===== src/rtl/fdc_dma_pkg.sv =====
package fdc_dma_pkg;

   typedef enum logic [1:0] {
      ST_IDLE = 2'd0,
      ST_REQ  = 2'd1,
      ST_HOLD = 2'd2,
      ST_DONE = 2'd3
   } dma_st_e;

   localparam int unsigned MAX_SYNC = 3;

   function automatic logic tc_decode(input logic raw, input logic active_low);
      return active_low ? ~raw : raw;
   endfunction

endpackage


===== src/rtl/fdc_dma_insync.sv =====
module fdc_dma_insync #(
   parameter int unsigned         STAGES = 0,
   parameter int unsigned         W      = 2,
   parameter logic [W-1:0]        RST    = '0
) (
   input  logic         clk,
   input  logic         rst_n,
   input  logic [W-1:0] d,
   output logic [W-1:0] q
);
   generate
      if (STAGES == 0) begin : g_direct
         assign q = d;
      end else begin : g_flops
         logic [W-1:0] chain [STAGES];
         for (genvar s = 0; s < STAGES; s++) begin : g_stage
            always_ff @(posedge clk or negedge rst_n) begin
               if (!rst_n) chain[s] <= RST;
               else if (s == 0) chain[s] <= d;
               else chain[s] <= chain[(s == 0) ? 0 : s - 1];
            end
         end
         assign q = chain[STAGES-1];
      end
   endgenerate
endmodule


===== src/rtl/fdc_dma_qual.sv =====
module fdc_dma_qual #(
   parameter bit PS2_TC_LOW = 1'b1
) (
   input  logic persona_ps2,
   input  logic dor_dma_en,
   input  logic spec_dma_en,
   input  logic dir_read,
   input  logic fifo_has_data,
   input  logic fifo_has_space,
   input  logic dack_n_s,
   input  logic tc_s,
   output logic dma_ok,
   output logic pins_oe,
   output logic slot_ready,
   output logic ack,
   output logic tc_hit
);
   import fdc_dma_pkg::*;

   logic tc_active_low;

   assign pins_oe       = persona_ps2 | dor_dma_en;
   assign dma_ok        = spec_dma_en & pins_oe;
   assign slot_ready    = dir_read ? fifo_has_data : fifo_has_space;
   assign ack           = ~dack_n_s;
   assign tc_active_low = persona_ps2 ? PS2_TC_LOW : ~PS2_TC_LOW;
   assign tc_hit        = tc_decode(tc_s, tc_active_low);

   // the personality that ignores the enable bit keeps the pins driven
   always_comb begin
      if (persona_ps2 && !dor_dma_en) begin
         p_ps2_drive_r7: assert (pins_oe && (dma_ok == spec_dma_en));
      end
   end
endmodule


===== src/rtl/fdc_dma_seq.sv =====
module fdc_dma_seq (
   input  logic clk,
   input  logic rst_n,
   input  logic single_mode,
   input  logic xfer_active,
   input  logic dma_ok,
   input  logic slot_ready,
   input  logic ack,
   input  logic tc_hit,
   input  logic dir_read,
   output logic drq,
   output logic rd_stb,
   output logic wr_stb,
   output logic done
);
   import fdc_dma_pkg::*;

   dma_st_e st, st_nx;
   logic    ack_q;
   logic    go;
   logic    first_ack;
   logic    xfer_hit;

   assign go        = xfer_active & dma_ok;
   assign first_ack = ack & ~ack_q;
   assign xfer_hit  = (st == ST_REQ) & go & first_ack;

   always_comb begin
      st_nx = st;
      unique case (st)
         ST_IDLE: if (go && slot_ready && !ack) st_nx = ST_REQ;
         ST_REQ: begin
            if (!go)                   st_nx = ST_IDLE;
            else if (ack && tc_hit)    st_nx = ST_DONE;
            else if (ack && single_mode) st_nx = ST_HOLD;
         end
         ST_HOLD: if (!go || !ack) st_nx = ST_IDLE;
         ST_DONE: if (!xfer_active) st_nx = ST_IDLE;
         default: st_nx = ST_IDLE;
      endcase
   end

   always_ff @(posedge clk or negedge rst_n) begin
      if (!rst_n) begin
         st     <= ST_IDLE;
         ack_q  <= 1'b0;
         rd_stb <= 1'b0;
         wr_stb <= 1'b0;
         done   <= 1'b0;
      end else begin
         st     <= st_nx;
         ack_q  <= ack;
         rd_stb <= xfer_hit & dir_read;
         wr_stb <= xfer_hit & ~dir_read;
         done   <= (st == ST_REQ) & go & ack & tc_hit;
      end
   end

   assign drq = (st == ST_REQ);

   p_single_drop_r2: assert property (@(posedge clk) disable iff (!rst_n)
      (drq && ack && single_mode) |=> !drq);
   p_rise_gap_r3: assert property (@(posedge clk) disable iff (!rst_n)
      $rose(drq) |-> $past(!ack));
   p_burst_hold_r4: assert property (@(posedge clk) disable iff (!rst_n)
      (drq && !single_mode && go && !(ack && tc_hit)) |=> drq);
   p_done_pulse_r5: assert property (@(posedge clk) disable iff (!rst_n)
      done |=> !done);
   p_done_quiet_r5: assert property (@(posedge clk) disable iff (!rst_n)
      done |-> !drq);
   p_gate_r6: assert property (@(posedge clk) disable iff (!rst_n)
      !go |=> !drq);
   p_stb_excl_r9: assert property (@(posedge clk) disable iff (!rst_n)
      !(rd_stb && wr_stb));
   p_stb_follow_r9: assert property (@(posedge clk) disable iff (!rst_n)
      (rd_stb || wr_stb) |-> $past(drq));
   p_ready_r11: assert property (@(posedge clk) disable iff (!rst_n)
      $rose(drq) |-> $past(slot_ready));
endmodule


===== src/rtl/fdc_dma_req.sv =====
module fdc_dma_req #(
   parameter int unsigned SYNC_STAGES = 0,
   parameter bit          PS2_TC_LOW  = 1'b1
) (
   input  logic clk,
   input  logic rst_n,
   input  logic mode_nburst,
   input  logic persona_ps2,
   input  logic dor_dma_en,
   input  logic spec_dma_en,
   input  logic xfer_active,
   input  logic dir_read,
   input  logic fifo_has_data,
   input  logic fifo_has_space,
   input  logic dack_n,
   input  logic tc_pin,
   output logic drq,
   output logic drq_oe,
   output logic int_oe,
   output logic fifo_rd_stb,
   output logic fifo_wr_stb,
   output logic xfer_done
);
   import fdc_dma_pkg::*;

   localparam int unsigned PIN_W = 2;
   localparam logic [PIN_W-1:0] PIN_RST = {1'b1, PS2_TC_LOW};

   generate
      if (SYNC_STAGES > MAX_SYNC) begin : g_bad_sync
         $error("SYNC_STAGES exceeds the supported depth");
      end
   endgenerate

   logic [PIN_W-1:0] pins_s;
   logic dma_ok, pins_oe, slot_ready, ack, tc_hit;

   fdc_dma_insync #(.STAGES(SYNC_STAGES), .W(PIN_W), .RST(PIN_RST)) u_sync (
      .clk   (clk),
      .rst_n (rst_n),
      .d     ({dack_n, tc_pin}),
      .q     (pins_s)
   );

   fdc_dma_qual #(.PS2_TC_LOW(PS2_TC_LOW)) u_qual (
      .persona_ps2    (persona_ps2),
      .dor_dma_en     (dor_dma_en),
      .spec_dma_en    (spec_dma_en),
      .dir_read       (dir_read),
      .fifo_has_data  (fifo_has_data),
      .fifo_has_space (fifo_has_space),
      .dack_n_s       (pins_s[1]),
      .tc_s           (pins_s[0]),
      .dma_ok         (dma_ok),
      .pins_oe        (pins_oe),
      .slot_ready     (slot_ready),
      .ack            (ack),
      .tc_hit         (tc_hit)
   );

   fdc_dma_seq u_seq (
      .clk         (clk),
      .rst_n       (rst_n),
      .single_mode (mode_nburst),
      .xfer_active (xfer_active),
      .dma_ok      (dma_ok),
      .slot_ready  (slot_ready),
      .ack         (ack),
      .tc_hit      (tc_hit),
      .dir_read    (dir_read),
      .drq         (drq),
      .rd_stb      (fifo_rd_stb),
      .wr_stb      (fifo_wr_stb),
      .done        (xfer_done)
   );

   assign drq_oe = pins_oe;
   assign int_oe = pins_oe;

   p_m30_block_r8: assert property (@(posedge clk) disable iff (!rst_n)
      (!persona_ps2 && !dor_dma_en) |=> !drq);
   p_reset_quiet_r10: assert property (@(posedge clk) disable iff (!rst_n)
      $rose(rst_n) |-> !(drq || fifo_rd_stb || fifo_wr_stb || xfer_done));
   p_mode_r1: assert property (@(posedge clk) disable iff (!rst_n)
      (drq && !mode_nburst && xfer_active && dma_ok && !tc_hit) |=> drq);
endmodule


===== config.mk =====
export PLATFORM = sky130hd
export DESIGN_NAME = fdc_dma_req
export DESIGN_NICKNAME = d
export VERILOG_FILES = /design/src/rtl/fdc_dma_pkg.sv /design/src/rtl/fdc_dma_insync.sv /design/src/rtl/fdc_dma_qual.sv /design/src/rtl/fdc_dma_seq.sv /design/src/rtl/fdc_dma_req.sv
export SDC_FILE = /design/constraint.sdc
export NUM_CORES = 1
export LEC_CHECK = 0
export CAP_MARGIN = 30
export CELL_PAD_IN_SITES_DETAIL_PLACEMENT = 0
export CELL_PAD_IN_SITES_GLOBAL_PLACEMENT = 1
export CORE_AREA = 4 4 43 45
export CTS_BUF_LIST = sky130_fd_sc_hd__clkbuf_16
export CTS_CLUSTER_DIAMETER = 50
export DETAILED_ROUTE_END_ITERATION = 8
export DIE_AREA = 0 0 47 49
export DONT_BUFFER_PORTS = 1
export GPL_TIMING_DRIVEN = 0
export HOLD_SLACK_MARGIN = 0.03
export PLACE_DENSITY_LB_ADDON = 0.1
export SYNTH_ARGS = -nofsm -noshare
export SYNTH_HDL_FRONTEND = slang
export SYNTH_HIERARCHICAL = 1
export SYNTH_SLANG_ARGS = --single-unit

===== constraint.sdc =====
create_clock -name clk -period 1.81 [get_ports clk]
set_input_delay 0.362 -clock clk [delete_from_list [all_inputs] [get_ports clk]]
set_output_delay 0.362 -clock clk [all_outputs]
set_load 0.005 [all_outputs]

==> results by stage, run 1 <==
Floorplan:
- The number of placed I/O pins is 18.
- The die extent in y is about 50 microns.
- For this configuration, the core starts out at a cell density of 22.5%.
- The die outline width is about 47 microns.
- The region available for standard cell placement spans ~1500 sq um.
- Row generation in the floorplan step produced 14 rows.
- The die area is roughly 2300 sq um.

Global routing:
- The global route total overflow is 0.
- The initial antenna violation count is 0.
- The number of global-route vias before repair came to 242.
- The largest net degree at the start of global routing is 8.
- The first global-routing pass estimated around 1.1 mm of wire.
- Global routing used approximately 7.1% of the available tracks.

Power:
- The largest voltage drop on the vdd net is approximately 0.00042 V.
- Power comes to approximately 0.52 mW.
- The power per cell area is approximately 1200 nW/um^2.
- The analysis attributes to cell leakage a power of slightly above 0.2 nW.

Clock network:
- Post-CTS timing repair inserted 0 buffers for setup.
- Buffers inserted during clock tree synthesis total 3.
- In this run the number of H-tree levels came out at 1.
- The number of buffers on the longest clock path is 2.
- In this run, post-CTS repair resized a total of 0 instances.
- Clock-pin slew was measured on the worst setup and hold paths at ~0.03 ns.
- The number of buffers inserted for hold repair after clock tree synthesis is 1.
- The CTS tree is built.
- Counting every sink on the clock net gives 6.
- The cell sitting at the root of the clock tree is a clkbuf_16.
- The clock latency reported for the late side of the worst-skew pair is 0.22 ns.

Timing:
- In this run the tightest slew margin relative to its limit is a little over 80%.
- Setup repair after global routing left no endpoint under its margin.
- The number of setup violations in the final report is 0.
- The worst path in the final design needs a cycle of approximately 1.3 ns, including I/O delays and setup.
- The final hold violation count is 0.
- The aggregate negative setup slack is 0 ns.
- In the finished design, the share of the clock period the worst path needs comes to ~70%.
- The max-slew violation count is 0.
- For this run, the top clock speed supported by timing is roughly 800 MHz.
- The final worst clock skew is around 0.0015 ns.
- At the pin with the least slew margin, the transition time is between 0.2 and 0.3 ns.

Critical path:
- The startpoint-to-endpoint class of the critical path is register to primary output.
- The slowest library cell on the worst path is dfrtp_1.
- In this design, the stage delay of the slowest critical-path cell is about 0.44 ns.
- In this run the worst path has a maximum fanout of 7.
- Data on the critical path arrives at its endpoint at 0.89 ns.
- The number of buffers and inverters on the critical path is 0.
- The required time of the critical path is about 1.5 ns.
- The family of cells with the greatest summed delay on the critical path is flip-flops.
- The worst setup path is captured at a primary output.
- Traced cell by cell, the critical path runs through and2b_1.
- The worst setup path is launched from a register.

Route:
- Before antenna repair, the detailed router went through 4 iterations.
- The total DRC errors in the routed layout is 0.
- The via-per-instance ratio is 4.88.
- In this run, the number of DRC markers left after iteration 0 of detailed routing was 3.
- In this run the remaining antenna-violating nets after routing total 0.
- After detailed routing, the average wire length per cell comes to about 14 microns.
- Detailed routing inserted a total of ~250 vias.
- Wires add up to ~700 microns.

Placement:
- Routability-driven placement finished with a final weighted congestion of ~0.68.
- In this run the tool buffered the top-level ports with 0 buffer cells.
- Summed over all nets, the half-perimeter wirelength after detailed placement is between 500 and 600 microns.

Synthesis:
- Synthesis produced a netlist whose cell count is 31.
- Counting flops and latches in the post-synthesis netlist gives 6.
- The net count after synthesis is between 40 and 50.
- The sequential fraction of the synthesis area is 45.3%.
- The count of unique library cells instantiated by Yosys is 23.
- The number of warning messages in the yosys log is 6.
- A synthesized cell averages roughly 11 sq um.
- In this run the cell area of the synthesized design comes to between 300 and 400 sq um.

Finish:
- From synthesis to final layout, the design area changed by 31.7%.
- Of the cells placed in the final design, the portion with a size suffix greater than 1 is ~26%.
- The library cells used most frequently in the layout, excluding fill and tap cells, are 6 x dfrtp_1, 3 x buf_4, 3 x clkbuf_16.
- The number of fill cells is 160.
- The number of nets in the layout is between 40 and 50.
- The most common library cell in the layout ignoring fill and taps is dfrtp_1.
- The repair_antennas step left the layout with diodes totalling 0.

Run:
- Max-cap violations in this run came to 0.

Run status:
- The flow ran to the end, and the final reports show no timing, DRC or antenna violations.

Min path:
- The worst hold path belongs to the class primary input to register.
-- power breakdown --
part,switching (mW),internal [mW]
Sequential,0.00231,0.137
Clock,0.0641,0.283
Combinational,0.0150,0.0161
-- stage by stage --
step           hold WS, ns  worst slack, ns  instance area, sq um  cells  util, %
3_5_place_dp        0.0666            0.616                   352     47     23.9
3_3_place_gp        0.0666            0.598                   352     47     23.9
6_report             0.204            0.558                   437     51     29.7
2_1_floorplan       0.0664            0.692                   332     31        -
4_1_cts              0.201            0.557                   437     51     29.7
5_1_grt              0.197            0.531                   437     51     29.7
-- cell families after synthesis --
group | count (synthesis) | share of synthesized area (%)
xor+xnor | 1 | 2.64
flops | 6 | 45.3
simple gates | 11 | 23.4
mux | 1 | 4.53
buf+inv | 5 | 9.06
compound gates | 7 | 15.1
-- layer usage --
metal  vias up  share of wire (%)  track usage, %
li1        118                  -               -
met2        14                 49            9.05
met4         0                2.9            6.91
met5         -                  0               0
met3         2                 12            5.54
met1       115                 35            6.87
-- state kept, by name, summed over array words and instances (netlist names) --
name	flops
u_seq/rd_stb	1
u_seq/ack_q	1
u_seq/st	2
u_seq/wr_stb	1
u_seq/done	1
-- final timing paths --
| check | from | end | slack [ns] | depth (start not counted) |
|---|---|---|---|---|
| max | u_seq/st[0]$_DFFE_PN0P_ | drq | 0.56 | 1 |
| min | dir_read | u_seq/wr_stb$_DFF_PN0_ | 0.20 | 1 |
| max reg2reg | u_seq/st[0]$_DFFE_PN0P_ | u_seq/rd_stb$_DFF_PN0_ | 0.74 | 3 |
| min reg2reg | u_seq/ack_q$_DFF_PN0_ | u_seq/rd_stb$_DFF_PN0_ | 0.43 | 1 |
| max in group asynchronous | rst_n | u_seq/ack_q$_DFF_PN0_ | 1.15 | 1 |
| min in group asynchronous | rst_n | u_seq/wr_stb$_DFF_PN0_ | 0.45 | 1 |
-- area by class of cell --
class	count	area (sq um)	area share [%]
buffer	3	22.5	5.16
clock buffer	3	75.1	17.2
inverter	2	7.51	1.72
multi-input combinational	20	151	34.7
sequential	6	150	34.4
tap	16	20.0	4.58
timing repair buffer	1	10.0	2.29
-- Yosys cell counts --
master     instances  area, sq um
nor3_1             1         5.00
o21ai_0            1         5.00
nor3b_2            1         12.5
nand4_1            1         6.26
o211ai_1           1         7.51
buf_4              3         22.5
nand4_2            1         12.5
nor3b_1            1         7.51
xor2_1             1         8.76
a21o_1             1         7.51
and2b_1            1         7.51
nand2_1            1         3.75
o21a_1             1         7.51
or2_1              1         6.26
mux2_4             1         15.0
dfrtp_1            6          150
nand3_1            1         5.00
a31oi_1            1         6.26
o2111ai_1          1         8.76
inv_1              2         7.51
nand3b_1           1         7.51
nor2_1             1         3.75
a21boi_0           1         7.51
No activity file was read; power rests on OpenSTA's default activity.
==> run 2, diff against run 1 <==
==> constraint.sdc (replaced) <==
create_clock -name clk -period 1.1 [get_ports clk]
set_input_delay 0.22 -clock clk [delete_from_list [all_inputs] [get_ports clk]]
set_output_delay 0.22 -clock clk [all_outputs]
set_load 0.005 [all_outputs]
==> results by stage, run 2 (synthesis results as in run 1) <==
Timing:
- After layout, the worst path uses a little over nine tenths of the clock period.
- The final hold violation count is 0 (unchanged).
- The smallest clock period supported by the final layout is computed as roughly 1.1 ns.
- The aggregate negative setup slack is 0 ns (unchanged).
- The worst path setup slack after routing is 0.0280 ns (was 0.558 ns).
- Derived from the worst setup path, the maximum achievable clock frequency is ~930 MHz.
- The final worst clock skew is 0.00152 ns (about the same).
- The number of setup violations in the final report is 0 (unchanged).
- Unrepaired setup endpoints after global routing: no (unchanged).
- The max-slew violation count is 0 (unchanged).
- The worst hold slack after final layout is 0.0617 ns (was 0.204 ns).
- The worst slew slack as a fraction of its limit is 79.9% (was 80.4%).
- The transition at the pin with the smallest max-transition slack is 0.301 ns (was 0.292 ns).

Floorplan:
- The die outline width is 47 microns (unchanged).
- The number of placed I/O pins is 18 (unchanged).
- The die extent in y is 49 microns (unchanged).
- The number of cell rows is 14 (unchanged).
- The initial core utilization is 22.5% (unchanged).
- The die area is 2300 sq um (unchanged).
- The core area is 1470 sq um (unchanged).

Clock network:
- The root buffer selected by CTS is clkbuf_16 (unchanged).
- The number of buffers on the longest clock path came to 2 (unchanged).
- The clock latency reported for the late side of the worst-skew pair came to 0.22 ns (about the same).
- The clock transition time at the flip-flop clock pins of the worst setup and hold paths is 0.03 ns (about the same).
- The clock sink total came to 6 (unchanged).
- The CTS tree is built (unchanged).
- The level count of the clock H-tree is 1 (unchanged).
- The total clock buffers created by CTS is 3 (unchanged).

Power:
- The static leakage was 0.211 nW (was 0.203 nW).
- The power per cell area was 1880 nW/um^2 (was 1180 nW/um^2).
- The largest voltage drop on the vdd net is 0.000692 V (was 0.000420 V).

Critical path:
- The startpoint-to-endpoint class of the critical path is register to primary output (unchanged).
- The longest individual stage delay on the worst path is 0.41 ns (was 0.44 ns).
- The number of buffers and inverters on the critical path is 0 (unchanged).
- The family of cells with the greatest summed delay on the critical path is flip-flops (unchanged).
- The reg-to-reg startpoint is u_seq/st[1]$_DFFE_PN0P_ (was u_seq/st[0]$_DFFE_PN0P_).
- The type of origin of the critical path is a register (unchanged).
- The slowest library cell on the worst path is dfrtp_2 (was dfrtp_1).
- The data arrival time of the critical path came to 0.85 ns (was 0.89 ns).
- The biggest fanout along the worst timing path was 3 (was 7).
- The required time of the critical path is 0.88 ns (was 1.45 ns).
- Cell chain of the critical path: and2b_2 (was and2b_1).
- The register-to-register setup slack is 0.10 ns (was 0.74 ns).
- The cell depth of the worst flop-to-flop path was 3 (unchanged).
- The category of the worst setup path capture point is a primary output (unchanged).
- The endpoint of the worst-slack reg-to-reg timing path was u_seq/rd_stb$_DFF_PN0_ (unchanged).

Global routing:
- The largest net degree at the start of global routing is 8 (unchanged).
- The initial antenna violation count is 0 (unchanged).
- The wire length of the first global-routing pass is 1.14 mm (was 1.06 mm).
- The global route total overflow is 0 (unchanged).
- The number of global-route vias before repair is 253 (was 242).
- The total track usage is 7.56% (was 7.13%).

Finish:
- The flip-flop count of the largest register after layout is 2 (unchanged).
- The number of nets in the layout is 51 (was 49).
- The register with the most flip-flops is u_seq/st (unchanged).
- The layout cell share with drive strength beyond 1 is 35.1% (was 25.7%).
- The area growth from synthesis to final layout came to 37.0% (was 31.7%).
- The number of inserted diodes is 0 (unchanged).
- Commonest cells after routing, fill and taps aside: 5 x buf_4, 5 x dfrtp_1, 3 x clkbuf_16 (was 6 x dfrtp_1, 3 x buf_4, 3 x clkbuf_16).

Route:
- The average wire per standard cell was 13.5 microns (was 13.6 microns).
- The total DRC errors in the routed layout is 0 (unchanged).
- The detailed-route via count is 260 (was 249).
- The starting DRC count in detailed routing came to 2 (was 3).
- The via-per-instance ratio is 4.91 (was 4.88).
- The remaining antenna violation count is 0 (unchanged).
- The total wire length is 714 microns (was 693 microns).
- The iteration count of the initial detailed-routing pass is 4 (unchanged).

Placement:
- The global placement routability congestion is 0.680 (unchanged).
- The count of buffers from port buffering was 0 (unchanged).
- The final HPWL from detailed placement was 559 microns (unchanged).
- The post-placement setup slack came to 0.0192 ns (was 0.616 ns).

Min path:
- The start point of the worst min-delay path is dir_read (unchanged).
- The number of cells traversed by the worst hold path is 1 (unchanged).
- The endpoint of the worst hold-timing path was u_seq/wr_stb$_DFF_PN0_ (unchanged).
- The path class of the lowest-slack min-delay path is primary input to register (unchanged).

Run status:
- Outcome: finished clean (unchanged).

Run:
- The max-capacitance violation count came to 0 (unchanged).
[run 2: cell types whose count changed in the layout (fill, tap and decap cells not counted)]
cell | before | now
dfrtp_2 | 0 | 1
and2b_2 | 0 | 1
buf_4 | 3 | 5
and2b_1 | 1 | 0
dfrtp_1 | 6 | 5
[run 2: metrics by stage]
| stage | std cells | cell area, sq um | util (%) | power [mW] |
|---|---|---|---|---|
| finish | 53 | 454 | 30.9 | 0.854 |
| global route | 53 | 454 | 30.9 | 0.897 |
| CTS | 53 | 454 | 30.9 | 0.866 |
| detailed placement | 47 | 352 | 23.9 | 0.277 |
| global placement | 47 | 352 | 23.9 | 0.278 |
| floorplan | 31 | 332 | - | 0.271 |
[run 2: per-layer routing]
metal	up-vias	global-route usage, %	part of all wire, %
li1	122	-	-
met1	121	7.10	35
met2	15	10.2	50
met3	2	5.54	12
met4	0	6.91	2.8
met5	-	0	0
[run 2: final cells by class]
class / instances / area [sq um]
inverters: 2 / 7.51
multi-input cells: 20 / 153
plain buffers: 3 / 22.5
fillers: 166 / 1020
repair buffers: 3 / 25.0
well taps: 16 / 20.0
clock buffers: 3 / 75.1
flip-flops and latches: 6 / 151
[run 2: worst max path at each step]
stage,from,depth (start not counted),to
after floorplan,u_seq/st[1]$_DFFE_PN0P_,3,u_seq/rd_stb$_DFF_PN0_
after CTS,u_seq/st[0]$_DFFE_PN0P_,1,drq
after global routing,u_seq/st[0]$_DFFE_PN0P_,1,drq
after global placement,u_seq/st[1]$_DFFE_PN0P_,3,u_seq/rd_stb$_DFF_PN0_
after detailed placement,u_seq/st[1]$_DFFE_PN0P_,3,u_seq/rd_stb$_DFF_PN0_
final,u_seq/st[0]$_DFFE_PN0P_,1,drq
[run 2: worst reg2reg max path, delay by kind of cell, from the launching register on]
| kind | cells | cell delay, ns |
|---|---|---|
| flip-flops | 1 | 0.37 |
| AND/OR/NAND/NOR | 3 | 0.55 |
[run 2: report_power, final]
group | internal, mW | leakage (nW) | total [mW] | switching [mW]
clock | 0.465 | 0.0370 | 0.571 | 0.106
sequential | 0.226 | 0.0797 | 0.228 | 0.00248
combinational | 0.0285 | 0.0948 | 0.0552 | 0.0267
total | 0.719 | 0.211 | 0.854 | 0.135
[run 2: timing repair]
| item | 4_1_cts | 5_1_grt |
|---|---|---|
| buffers inserted | 2 | 0 |
| gates resized for setup | 2 | 0 |
| endpoints found under the setup margin | 1 | 1 |
| hold buffers | 1 | 0 |
| pin swaps | 0 | 1 |
| hold endpoints to repair | 6 | 0 |
